--- src/rtl/lin_mode_pkg.sv ---
package lin_mode_pkg;
  typedef enum logic [1:0] {
    MODE_SLEEP = 2'b00,
    MODE_STBY  = 2'b01,
    MODE_NORM  = 2'b10,
    MODE_LOWS  = 2'b11
  } mode_e;

  localparam int unsigned SYNC_STAGES = 2;
  localparam int unsigned PIN_W       = 3;
  localparam int unsigned PIN_EN      = 2;
  localparam int unsigned PIN_STB     = 1;
  localparam int unsigned PIN_TXD     = 0;
endpackage

--- src/rtl/lin_pin_sync.sv ---
module lin_pin_sync #(
  parameter int unsigned W      = 3,
  parameter int unsigned STAGES = 2
) (
  input  logic         clk_i,
  input  logic         rst_ni,
  input  logic [W-1:0] d_i,
  output logic [W-1:0] q_o
);
  logic [W-1:0] stg_q [STAGES];

  for (genvar s = 0; s < STAGES; s++) begin : g_stg
    always_ff @(posedge clk_i or negedge rst_ni) begin
      if (!rst_ni) stg_q[s] <= '0;
      else if (s == 0) stg_q[s] <= d_i;
      else stg_q[s] <= stg_q[(s == 0) ? 0 : s-1];
    end
  end

  assign q_o = stg_q[STAGES-1];
endmodule

--- src/rtl/lin_mode_fsm.sv ---
module lin_mode_fsm
  import lin_mode_pkg::*;
(
  input  logic  clk_i,
  input  logic  rst_ni,
  input  logic  en_s_i,
  input  logic  stb_s_i,
  input  logic  txd_s_i,
  input  logic  wake_i,
  input  logic  uv_i,
  input  logic  rst_act_i,
  output mode_e mode_o,
  output logic  tx_arm_o,
  output logic  inh_lat_o
);
  mode_e mode_q, mode_d;
  logic  en_q, en_rise, en_fall;
  logic  arm_q, inh_q;
  logic  enter_norm;

  always_ff @(posedge clk_i or negedge rst_ni) begin
    if (!rst_ni) en_q <= 1'b0;
    else en_q <= en_s_i;
  end

  // edges seen during reset-active are consumed, never replayed
  assign en_rise = en_s_i & ~en_q & ~rst_act_i;
  assign en_fall = ~en_s_i & en_q & ~rst_act_i;

  always_comb begin
    mode_d = mode_q;
    unique case (mode_q)
      MODE_SLEEP: if (wake_i) mode_d = MODE_STBY;
      MODE_STBY:  if (!uv_i && en_rise) mode_d = txd_s_i ? MODE_NORM : MODE_LOWS;
      default: begin
        if (uv_i) mode_d = MODE_STBY;
        else if (en_fall) mode_d = stb_s_i ? MODE_STBY : MODE_SLEEP;
      end
    endcase
  end

  assign enter_norm = (mode_q == MODE_STBY) &&
                      (mode_d == MODE_NORM || mode_d == MODE_LOWS);

  always_ff @(posedge clk_i or negedge rst_ni) begin
    if (!rst_ni) begin
      mode_q <= MODE_STBY;
      arm_q  <= 1'b0;
      inh_q  <= 1'b0;
    end else begin
      mode_q <= mode_d;
      if (enter_norm) arm_q <= 1'b0;
      else if (mode_q == MODE_LOWS && txd_s_i && !rst_act_i) arm_q <= 1'b1;
      if (enter_norm) inh_q <= stb_s_i;
      else if (mode_d == MODE_STBY || mode_d == MODE_SLEEP) inh_q <= 1'b0;
    end
  end

  assign mode_o    = mode_q;
  assign tx_arm_o  = arm_q;
  assign inh_lat_o = inh_q;

  assert_pins_ignored_R9: assert property (@(posedge clk_i) disable iff (!rst_ni)
    (rst_act_i && !uv_i && !(mode_q == MODE_SLEEP && wake_i)) |=> $stable(mode_q));

  assert_uv_forces_stby_R8: assert property (@(posedge clk_i) disable iff (!rst_ni)
    (uv_i && mode_q != MODE_SLEEP) |=> (mode_q == MODE_STBY));

  assert_wake_leaves_sleep_R7: assert property (@(posedge clk_i) disable iff (!rst_ni)
    (mode_q == MODE_SLEEP && wake_i) |=> (mode_q == MODE_STBY));

  assert_stby_never_sleeps_R4: assert property (@(posedge clk_i) disable iff (!rst_ni)
    (mode_q == MODE_STBY) |=> (mode_q != MODE_SLEEP));

  assert_norm_held_R2: assert property (@(posedge clk_i) disable iff (!rst_ni)
    (mode_q == MODE_NORM && !uv_i && !en_fall) |=> (mode_q == MODE_NORM));
endmodule

--- src/rtl/lin_drive_dec.sv ---
module lin_drive_dec
  import lin_mode_pkg::*;
(
  input  mode_e mode_i,
  input  logic  tx_arm_i,
  input  logic  inh_lat_i,
  input  logic  tsd_i,
  output logic  vreg_en_o,
  output logic  tx_en_o,
  output logic  slope_low_o,
  output logic  term_res_o,
  output logic  inh_hi_o
);
  logic active, tx_mode;

  assign active  = (mode_i == MODE_NORM) || (mode_i == MODE_LOWS);
  assign tx_mode = (mode_i == MODE_NORM) || (mode_i == MODE_LOWS && tx_arm_i);

  assign vreg_en_o   = (mode_i != MODE_SLEEP) && !tsd_i;
  assign tx_en_o     = tx_mode && !tsd_i;
  assign slope_low_o = (mode_i == MODE_LOWS);
  assign term_res_o  = active;
  assign inh_hi_o    = active && inh_lat_i;

  always_comb begin
    assert_tsd_kills_tx_R10: assert (!(tsd_i && (tx_en_o || vreg_en_o)));
    assert_stby_sleep_quiet_R6: assert (active || !(tx_en_o || term_res_o || inh_hi_o));
  end
endmodule

--- src/rtl/lin_mode_ctrl.sv ---
module lin_mode_ctrl
  import lin_mode_pkg::*;
(
  input  logic       clk_i,
  input  logic       rst_ni,
  input  logic       en_i,
  input  logic       stb_i,
  input  logic       txd_i,
  input  logic       wake_i,
  input  logic       uv_i,
  input  logic       rst_act_i,
  input  logic       tsd_i,
  output logic [1:0] mode_o,
  output logic       vreg_en_o,
  output logic       tx_en_o,
  output logic       slope_low_o,
  output logic       term_res_o,
  output logic       inh_hi_o
);
  logic [PIN_W-1:0] pins_s;
  mode_e mode;
  logic  tx_arm, inh_lat;

  lin_pin_sync #(.W(PIN_W), .STAGES(SYNC_STAGES)) u_sync (
    .clk_i (clk_i),
    .rst_ni(rst_ni),
    .d_i   ({en_i, stb_i, txd_i}),
    .q_o   (pins_s)
  );

  lin_mode_fsm u_fsm (
    .clk_i    (clk_i),
    .rst_ni   (rst_ni),
    .en_s_i   (pins_s[PIN_EN]),
    .stb_s_i  (pins_s[PIN_STB]),
    .txd_s_i  (pins_s[PIN_TXD]),
    .wake_i   (wake_i),
    .uv_i     (uv_i),
    .rst_act_i(rst_act_i),
    .mode_o   (mode),
    .tx_arm_o (tx_arm),
    .inh_lat_o(inh_lat)
  );

  lin_drive_dec u_dec (
    .mode_i     (mode),
    .tx_arm_i   (tx_arm),
    .inh_lat_i  (inh_lat),
    .tsd_i      (tsd_i),
    .vreg_en_o  (vreg_en_o),
    .tx_en_o    (tx_en_o),
    .slope_low_o(slope_low_o),
    .term_res_o (term_res_o),
    .inh_hi_o   (inh_hi_o)
  );

  assign mode_o = mode;
endmodule

--- config.mk ---
export PLATFORM = sky130hd
export DESIGN_NAME = lin_mode_ctrl
export DESIGN_NICKNAME = d
export VERILOG_FILES = /design/src/rtl/lin_mode_pkg.sv /design/src/rtl/lin_pin_sync.sv /design/src/rtl/lin_mode_fsm.sv /design/src/rtl/lin_drive_dec.sv /design/src/rtl/lin_mode_ctrl.sv
export SDC_FILE = /design/constraint.sdc
export NUM_CORES = 1
export LEC_CHECK = 0
export ABC_AREA = 1
export BUFFER_PORTS_ARGS = -buffer_cell sky130_fd_sc_hd__buf_2
export CAP_MARGIN = 30
export CORE_AREA = 2 2 39 41
export CTS_BUF_LIST = sky130_fd_sc_hd__clkbuf_8
export CTS_CLUSTER_SIZE = 8
export DETAILED_ROUTE_END_ITERATION = 8
export DIE_AREA = 0 0 41 43
export PLACE_DENSITY = 0.54
export SKIP_CTS_REPAIR_TIMING = 1
export SLEW_MARGIN = 0
export SYNTH_ARGS = -nofsm -noshare
export SYNTH_HDL_FRONTEND = slang
export SYNTH_SLANG_ARGS = --single-unit
--- constraint.sdc ---
create_clock -name clk_i -period 2.95 [get_ports clk_i]
set_clock_uncertainty 0.2 [all_clocks]
set_input_delay 0.1475 -clock clk_i [delete_from_list [all_inputs] [get_ports clk_i]]
set_output_delay 0.1475 -clock clk_i [all_outputs]
set_load 0.02 [all_outputs]
=== After elaboration in Yosys (flattened, before gate mapping) ===
Index checks and enable logic that the tools add are counted.

* Equality and inequality tests: 6
* Mux-type cells: 11
* Bitwise operators: 7
* Reduce and logical (&&, ||, !) cells: 20

{| class="wikitable"
|+ Operators by type and width
! cell !! number
|-
| equality test 2 bit, second input constant || 4
|-
| logical AND 1 bit || 8
|-
| 2-to-1 mux 2 bit || 4
|-
| 2-to-1 mux 1 bit || 6
|-
| nonzero test 2 bit || 3
|-
| bitwise AND 1 bit || 4
|-
| equality test 2 x 1 -> 1 bit, second input constant || 2
|-
| zero test 2 bit || 2
|-
| logical OR 1 bit || 4
|-
| one-hot mux 2 bit (2 select lines) || 1
|-
| zero test 1 bit || 3
|-
| inverter 1 bit || 3
|}

* Flip-flop bits (word level): 11
* Bits of input ports: 9
* Output and inout port bits: 7
* Logic and storage cells: 50

=== Longest topological paths before layout ===
Gate-level depths: netlist (run 1).

* Word-level depth: 10
* Gate-level depth with buffers: 6
* Depth with buffers taken out: 6

=== By module ===
From an unflattened synthesis (run 1), not the netlist that was laid out.

* Cells, all modules: 53
* Area total of the unflattened synthesis: 471.7 sq um

{| class="wikitable"
|+ By module, submodules not included
! module !! times used !! cells an instance !! area an instance (sq um) !! sequential area each (sq um)
|-
| lin_mode_fsm || 1 || 32 || 254.0 || 126.4
|-
| lin_pin_sync || 1 || 9 || 172.7 || 150.1
|-
| lin_drive_dec || 1 || 12 || 45.0 || 0.0
|}

=== Least setup slack after synthesis (run 1) ===
OpenSTA, ideal clock, no wires.

* Path kind: flip-flop to output port
* From: register u_fsm.mode_q[1], in the netlist u_fsm.mode_o[1]
* To: output port tx_en_o
* Data arrival time: 1,169 ps
* Required time: 2,602 ps
* Slack: 1,434 ps
* Stages on the path, launching flop included: 3
* Path buffers: 0
* Cells stage by stage: dfrtp_1 -> inv_2 -> a211oi_1

* Word-level cells in the longest chain between the ends: 4
* Elaborated cells between the ends (all ways): 5
* Classes of those cells: 2 x eq/ne; 3 x reduce/logical

{| class="wikitable"
|+ Ends and longest elaborated chain
! element !! RTL line !! RTL
|-
| from (decl) || lin_mode_fsm.sv:16 || <nowiki>mode_e mode_q, mode_d;</nowiki>
|-
| from (signal assigned) || lin_mode_fsm.sv:51 || <nowiki>mode_q <= mode_d;</nowiki>
|-
| equality test 2 bit || lin_drive_dec.sv:17 || <nowiki>assign tx_mode = (mode_i == MODE_NORM) || (mode_i == MODE_LOWS && tx_arm_i);</nowiki>
|-
| logical AND 1 bit || lin_drive_dec.sv:17 ||
|-
| logical OR 1 bit (*) || lin_drive_dec.sv:17 ||
|-
| logical AND 1 bit (*) || lin_drive_dec.sv:20 || <nowiki>assign tx_en_o = tx_mode && !tsd_i;</nowiki>
|-
| to (decl) || lin_mode_ctrl.sv:15 || <nowiki>output logic tx_en_o,</nowiki>
|}

Mark *: on every way between the ends. The rest lies on a longest branch, timed or not.

=== Worst setup path after layout (run 1) ===
Ends and elaborated chain as after synthesis.

==> reports/results.md, run 1 <==
| Item | Reported | Unit |
|---|---|---|
| Status | finished clean | - |
| Clock power share | 32.9 | % |
| Relative contribution of combinational cells to total power | 23.3 | % |
| Clock Root Buffer | clkbuf_8 | - |
| Instance count of the mapped netlist | 48 | - |
| Static Leakage | 0.000352 | uW |
| Total clock buffers created by CTS | 3 | - |
| Startpoint types | register | - |
| Share of total power in sequential cells | 43.8 | % |
| Total nets after synthesis | 57 | - |
| Worst-path clk slew | 50 | ps |
| Worst min-delay path category | in2reg | - |
| Via count | 369 | - |
| Input/output buffers | 15 | - |
| Iteration-0 DRC Markers | 1 | - |
| Clock period minus final worst setup slack | 1520 | ps |
| Synthesis Warnings | 0 | - |
| Initial Utilization | 32.1 | % |
| Layout cell share with drive strength beyond 1 | 34.3 | % |
| Maximum number of pins on one net before global-route repair | 12 | - |
| Placer congestion estimate | 0.756 | - |
| TritonCTS clock tree | yes | - |
| Count of state elements after synthesis | 11 | - |
| Mean number of vias per cell | 4.29 | - |
| Fillers | 130 | - |
| Net count of the finished layout | 80 | - |
| Yosys top cell by area | dfrtp_1 | - |
| Remaining Overflow, GRT | 0 | - |
| Count of boundary I/O pins | 16 | - |
| Number of setup violations in the final report | 0 | - |
| Most area-consuming cells after synthesis | dfrtp_1, inv_1, nand2_1 | - |
| Cell type of the slowest stage on the worst timing path | dfrtp_1 | - |
| Vias in the first global route | 319 | - |
| Arrival time of data at the critical path endpoint | 1170 | ps |
| Fin. max-slew vios | 0 | - |
| Antenna cell count | 0 | - |
| Post-Synthesis Cell Area | 444 | sq um |
| Final Hold Fails | 0 | - |
| Setup repair after global routing missed its margin | false | - |
| Post-detail-place hpwl | 606 | microns |
| Vertical die dimension | 43 | microns |
| Worst Tran Pin Value | 254 | ps |
| Clock sinks | 11 | - |
| Wire length of the first global-routing pass | 1.24 | mm |
| WL per Instance | 9.33 | microns |
| Cell Int Power | 307 | uW |
| Per-instance average area after synthesis | 9.25 | sq um |
| Data required time at the worst endpoint | 2600 | ps |
| DRC violations left | 0 | - |
| Final antenna-violating net count | 0 | - |
| Most common cell after layout, fill and taps aside | buf_2 | - |
| Crit share post-route | 51.4 | % |
| Worst stage delay on the critical path | 480 | ps |
| Portion of the post-synthesis area used by sequential elements | 62.3 | % |
| Post-detailed-routing wire length | 802 | microns |
| Non-Filler Cell Area, Final | 621 | sq um |
| Core area | 0.00138 | sq mm |
| Critical path class | reg2out | - |
| Maximum VDD drop | 355 | uV |
| Switching part of the total | 30.1 | % |
| H-tree depth | 1 | - |
| Worst hold margin | 31.7 | ps |
| Crit path cell chain | inv_2, a211oi_1, buf_2 | - |
| Biggest fanout along the worst timing path | 8 | - |
| Kind of cell adding the most delay to the critical path | flip-flops | - |
| Layout overhead on the synthesized area | 39.7 | % |
| Initial antenna violation count | 0 | - |
| Net switching component of the power | 132 | uW |
| First-pass DRT Iterations | 2 | - |
| Most frequent cells in the layout | buf_2, inv_1, dfrtp_1 | - |
| Worst Path Buf+Inv | 2 | - |
| Placement Rows | 14 | - |
| Count of maximum capacitance violations | 0 | - |
| Power density cells | 707 | mW/mm^2 |
| Maximum achievable frequency | 659 | MHz |
| DIE WIDTH | 41 | microns |
| Total routing resource utilization after global routing | 12.2 | % |
| Setup TNS Final | 0 | ps |
| Max_slew headroom | 83.1 | % |
| Worst setup EP type | output port | - |
| Die ar. | 0.00176 | sq mm |
| Area share of the largest cell type after synthesis | 56.3 | % |
| Latest clock arrival within the worst-skew pair | 240 | ps |
| Post-Place Cell Area | 536 | sq um |
| Yosys cell types | 14 | - |
| Max clock buf depth | 2 | - |
[kinds of logic (layout without fill, tap and decap cells)]
family | Yosys count | count (layout) | synth area share, %
AOI/OAI and AO/OA | 4 | 4 | 7.32
buffers and inverters | 13 | 35 | 11.0
DFF | 11 | 11 | 62.3
and+or+nand+nor | 20 | 20 | 19.4
[worst reg2reg max path, delay by kind of cell (launching register included)]
family,cells,cell delay [ps]
flops,1,560
simple gates,3,360
buf+inv,2,90
[power groups by stage]
stage	logic (uW)	clock network, uW	registers (uW)
after detailed placement	100	0	195
after global placement	103	0	193
after CTS	101	151	193
after global routing	118	159	196
final	102	144	192
after floorplan	60.4	0	202
[stage by stage]
stage | utilization (%) | power [uW] | instances | setup slack, ps
after global placement | 38.7 | 296 | 78 | 1670
after global routing | 44.8 | 473 | 86 | 1340
after CTS | 42.0 | 444 | 82 | 1420
after detailed placement | 38.7 | 295 | 78 | 1640
final | 44.8 | 439 | 86 | 1430
after floorplan | - | 262 | 48 | 1430
[cells in the mapped netlist, drive strengths merged]
library cell,n
a211oi,1
a21boi,1
clkbuf,1
dfrtp,10
dfstp,1
inv,12
nand2,10
nand3,5
nand4,1
nor2,4
o21ai,1
o22ai,1
[final timing paths]
kind                                                to  depth (start not counted)  slack, ps                 startpoint
min                          u_fsm.mode_o[0]$_DFF_PN1_                          5         30                       uv_i
max reg2reg                 u_fsm.tx_arm_o$_DFFE_PN0P_                          5       1630  u_fsm.mode_o[0]$_DFF_PN1_
max                                            tx_en_o                          3       1430  u_fsm.mode_o[1]$_DFF_PN0_
min reg2reg                    u_sync.q_o[1]$_DFF_PN0_                          0        150  u_sync.stg_q[4]$_DFF_PN0_
min in group asynchronous  u_fsm.inh_lat_o$_DFFE_PN0P_                          2        100                     rst_ni
max in group asynchronous    u_fsm.mode_o[0]$_DFF_PN1_                          2       2200                     rst_ni
[sequential cells by signal, summed over array words and instances (netlist names)]
| signal | cells |
|---|---|
| u_fsm.tx_arm_o | 1 |
| u_sync.q_o | 3 |
| u_sync.stg_q | 3 |
| u_fsm.en_q | 1 |
| u_fsm.mode_o | 2 |
| u_fsm.inh_lat_o | 1 |
[per-layer routing]
layer,GRT usage (%),up-vias,share of wire (%),wire length (microns)
met1,12.0,156,41,330
met5,0,-,0,0
met3,6.28,5,10,82
met4,14.0,0,5.1,41
li1,-,192,-,-
met2,15.9,16,43,346
[layout make-up]
| class | count | area [sq um] | share of cell area [%] |
|---|---|---|---|
| Sequential cell | 11 | 277 | 44.6 |
| Tap cell | 16 | 20.0 | 3.23 |
| Clock buffer | 3 | 41.3 | 6.65 |
| Timing Repair Buffer | 19 | 115 | 18.5 |
| Clock inverter | 1 | 3.75 | 0.605 |
| Multi-Input combinational cell | 24 | 119 | 19.2 |
| Inverter | 12 | 45.0 | 7.26 |
No activity file was read; power rests on OpenSTA's default activity.
==> inputs of run 2 (changes only) <==
==> constraint.sdc (replaced) <==
create_clock -name clk_i -period 1.4 [get_ports clk_i]
set_clock_uncertainty 0.2 [all_clocks]
set_input_delay 0.07 -clock clk_i [delete_from_list [all_inputs] [get_ports clk_i]]
set_output_delay 0.07 -clock clk_i [all_outputs]
set_load 0.02 [all_outputs]
==> run 2 against run 1 <==
- final area is 5.6% higher
- worst hold slack got worse by 58 ps
- critical path type unchanged
- largest power group unchanged
- critical path depth is 2 higher
- flip-flop and latch count is the same
- largest cell class unchanged
- the run now ends with hold timing, setup timing left
- utilization grew 2.5 points
- power up 120%
==> reports/results.md, run 2 (synthesis results as in run 1) <==
| Item | Reported | Unit | vs previous |
|---|---|---|---|
| Status | finished, violations left | - | was finished clean |
| Cell type of the slowest stage on the worst timing path | dfstp_2 | - | was dfrtp_1 |
| Iteration-0 DRC Markers | 1 | - | unchanged |
| M1 WL | 402 | microns | was 330 microns |
| Remaining Overflow, GRT | 0 | - | unchanged |
| Crit path cell chain | inv_2, nand2_2, inv_2, nor2_2, buf_6 | - | was inv_2, a211oi_1, buf_2 |
| Via count | 395 | - | was 369 |
| Layout cell share with drive strength beyond 1 | 38.9 | % | was 34.3% |
| Worst hold margin | -26.5 | ps | was 31.7 ps |
| Power density cells | 1490 | mW/mm^2 | was 707 mW/mm^2 |
| Worst-path clk slew | 50 | ps | about the same |
| Non-filler instance count after layout | 88 | - | was 86 |
| Max_slew headroom | 83.4 | % | was 83.1% |
| Clock sinks | 11 | - | unchanged |
| Worst Path Buf+Inv | 3 | - | was 2 |
| Input/output buffers | 15 | - | unchanged |
| Biggest fanout along the worst timing path | 5 | - | was 8 |
| Flop2flop setup slack | 100 | ps | was 1630 ps |
| Worst Tran Pin Value | 250 | ps | was 254 ps |
| Final WS setup | -21.5 | ps | was 1430 ps |
| Crit share post-route | 102 | % |  |
| Placement Rows | 14 | - | unchanged |
| First-pass DRT Iterations | 3 | - | was 2 |
| Utilization of the core after routing | 47.4 | % | was 44.8% |
| WL per Instance | 10.5 | microns | was 9.33 microns |
| Count of maximum capacitance violations | 0 | - | unchanged |
| Pre-CTS WS | 70.2 | ps | was 1640 ps |
| Worst setup EP type | output port | - | unchanged |
| Die ar. | 0.00176 | sq mm | unchanged |
| Post-detailed-routing wire length | 924 | microns | was 802 microns |
| Clock Root Buffer | clkbuf_8 | - | unchanged |
| Highest metal used | met3 | - | was met4 |
| Critical path class | reg2out | - | unchanged |
| Data required time at the worst endpoint | 1130 | ps | was 2600 ps |
| Most frequent cells in the layout | buf_2, inv_1, nand2_1, dfrtp_1 | - | was buf_2, inv_1, dfrtp_1 |
| Setup repair after global routing missed its margin | true | - | was false |
| Most common cell after layout, fill and taps aside | buf_2 | - | unchanged |
| Routed length on met2 | 455 | microns | was 346 microns |
| Layout overhead on the synthesized area | 47.6 | % | was 39.7% |
| Total routing resource utilization after global routing | 11.6 | % | was 12.2% |
| Initial Utilization | 32.1 | % | unchanged |
| Worst stage delay on the critical path | 570 | ps | was 480 ps |
| Wire length of the first global-routing pass | 1.26 | mm | was 1.24 mm |
| Post-detail-place hpwl | 611 | microns | was 606 microns |
| Non-Filler Cell Area, Final | 656 | sq um | was 621 sq um |
| Placed insts | 78 | - | unchanged |
| DRC violations left | 0 | - | unchanged |
| DIE WIDTH | 41 | microns | unchanged |
| H-tree depth | 1 | - | unchanged |
| Latest clock arrival within the worst-skew pair | 230 | ps | was 240 ps |
| Startpoint types | register | - | unchanged |
| Total clock buffers created by CTS | 3 | - | unchanged |
| Vias in the first global route | 318 | - | was 319 |
| Crit path top cell by count | inv_2 | - |  |
| Kind of cell adding the most delay to the critical path | flip-flops | - | unchanged |
| Clock period minus final worst setup slack | 1420 | ps |  |
| Maximum VDD drop | 755 | uV | was 355 uV |
| Vertical die dimension | 43 | microns | unchanged |
| Core area | 0.00138 | sq mm | unchanged |
| Mean number of vias per cell | 4.49 | - | was 4.29 |
| Final antenna-violating net count | 0 | - | unchanged |
| Met3 Wirelength | 66 | microns | was 82 microns |
| Net count of the finished layout | 82 | - | was 80 |
| Antenna cell count | 0 | - | unchanged |
| Maximum achievable frequency | 703 | MHz |  |
| Max clock buf depth | 2 | - | unchanged |
| Number of setup violations in the final report | 2 | - | was 0 |
| Worst min-delay path category | in2reg | - | unchanged |
| Final Hold Fails | 2 | - | was 0 |
| Count of boundary I/O pins | 16 | - | unchanged |
| Placer congestion estimate | 0.691 | - | was 0.756 |
| Fin. max-slew vios | 0 | - | unchanged |
| TritonCTS clock tree | yes | - | unchanged |
| Violations in the final reports | hold timing, setup timing | - |  |
| Initial antenna violation count | 0 | - | unchanged |
| Arrival time of data at the critical path endpoint | 1150 | ps | was 1170 ps |
| Post-Place Cell Area | 541 | sq um | was 536 sq um |
| Static Leakage | 0.000361 | uW | was 0.000352 uW |
| Maximum number of pins on one net before global-route repair | 12 | - | unchanged |
run 2: changes by cell type in the layout (fill, tap and decap cells not counted), sizes merged:
cell | previous run | this run
buf | 15 | 16
dlygate4sd3 | 4 | 5
run 2: worst paths after layout:
kind / start / end / depth (start not counted)
max in group asynchronous: rst_ni / u_fsm.mode_o[0]$_DFF_PN1_ / 2
hold / removal: uv_i / u_fsm.mode_o[0]$_DFF_PN1_ / 5
min in group asynchronous: rst_ni / u_fsm.en_q$_DFF_PN0_ / 2
setup / recovery: u_fsm.mode_o[0]$_DFF_PN1_ / vreg_en_o / 5
setup reg to reg: u_fsm.mode_o[0]$_DFF_PN1_ / u_fsm.inh_lat_o$_DFFE_PN0P_ / 4
hold reg to reg: u_sync.stg_q[3]$_DFF_PN0_ / u_sync.q_o[0]$_DFF_PN0_ / 0
run 2: layout make-up:
type	count	area, sq um
tap	16	20.0
fill	144	728
multi-input combinational	24	126
timing repair buffer	21	141
clock inverter	1	3.75
sequential	11	278
clock buffer	3	41.3
inverter	12	45.0
run 2: power breakdown:
group | switching (uW) | leakage (uW) | internal (uW) | total, uW
Sequential | 34.3 | 0.000131 | 372 | 406
Combinational | 153 | 0.000204 | 114 | 267
Clock | 111 | 0.0000269 | 192 | 303
Total | 299 | 0.000361 | 677 | 976
run 2: stage by stage:
stage                     TNS [ps]  total power [uW]
after global routing          -137              1050
final                        -36.2               976
after global placement           0               628
after floorplan                  0               559
after detailed placement         0               630
after CTS                     -101               943
run 2: per-layer routing:
metal | global-route usage [%] | vias to the layer above
li1 | - | 194
met1 | 15.0 | 185
met2 | 15.3 | 16
met3 | 4.71 | 0
met4 | 8.00 | 0
met5 | 0 | -
run 2: worst min-delay path, cell delays in order:
cell and delay [ps]:
buf_2 90, inv_1 40, nand3_1 70, nand2_1 50, nand2_1 50
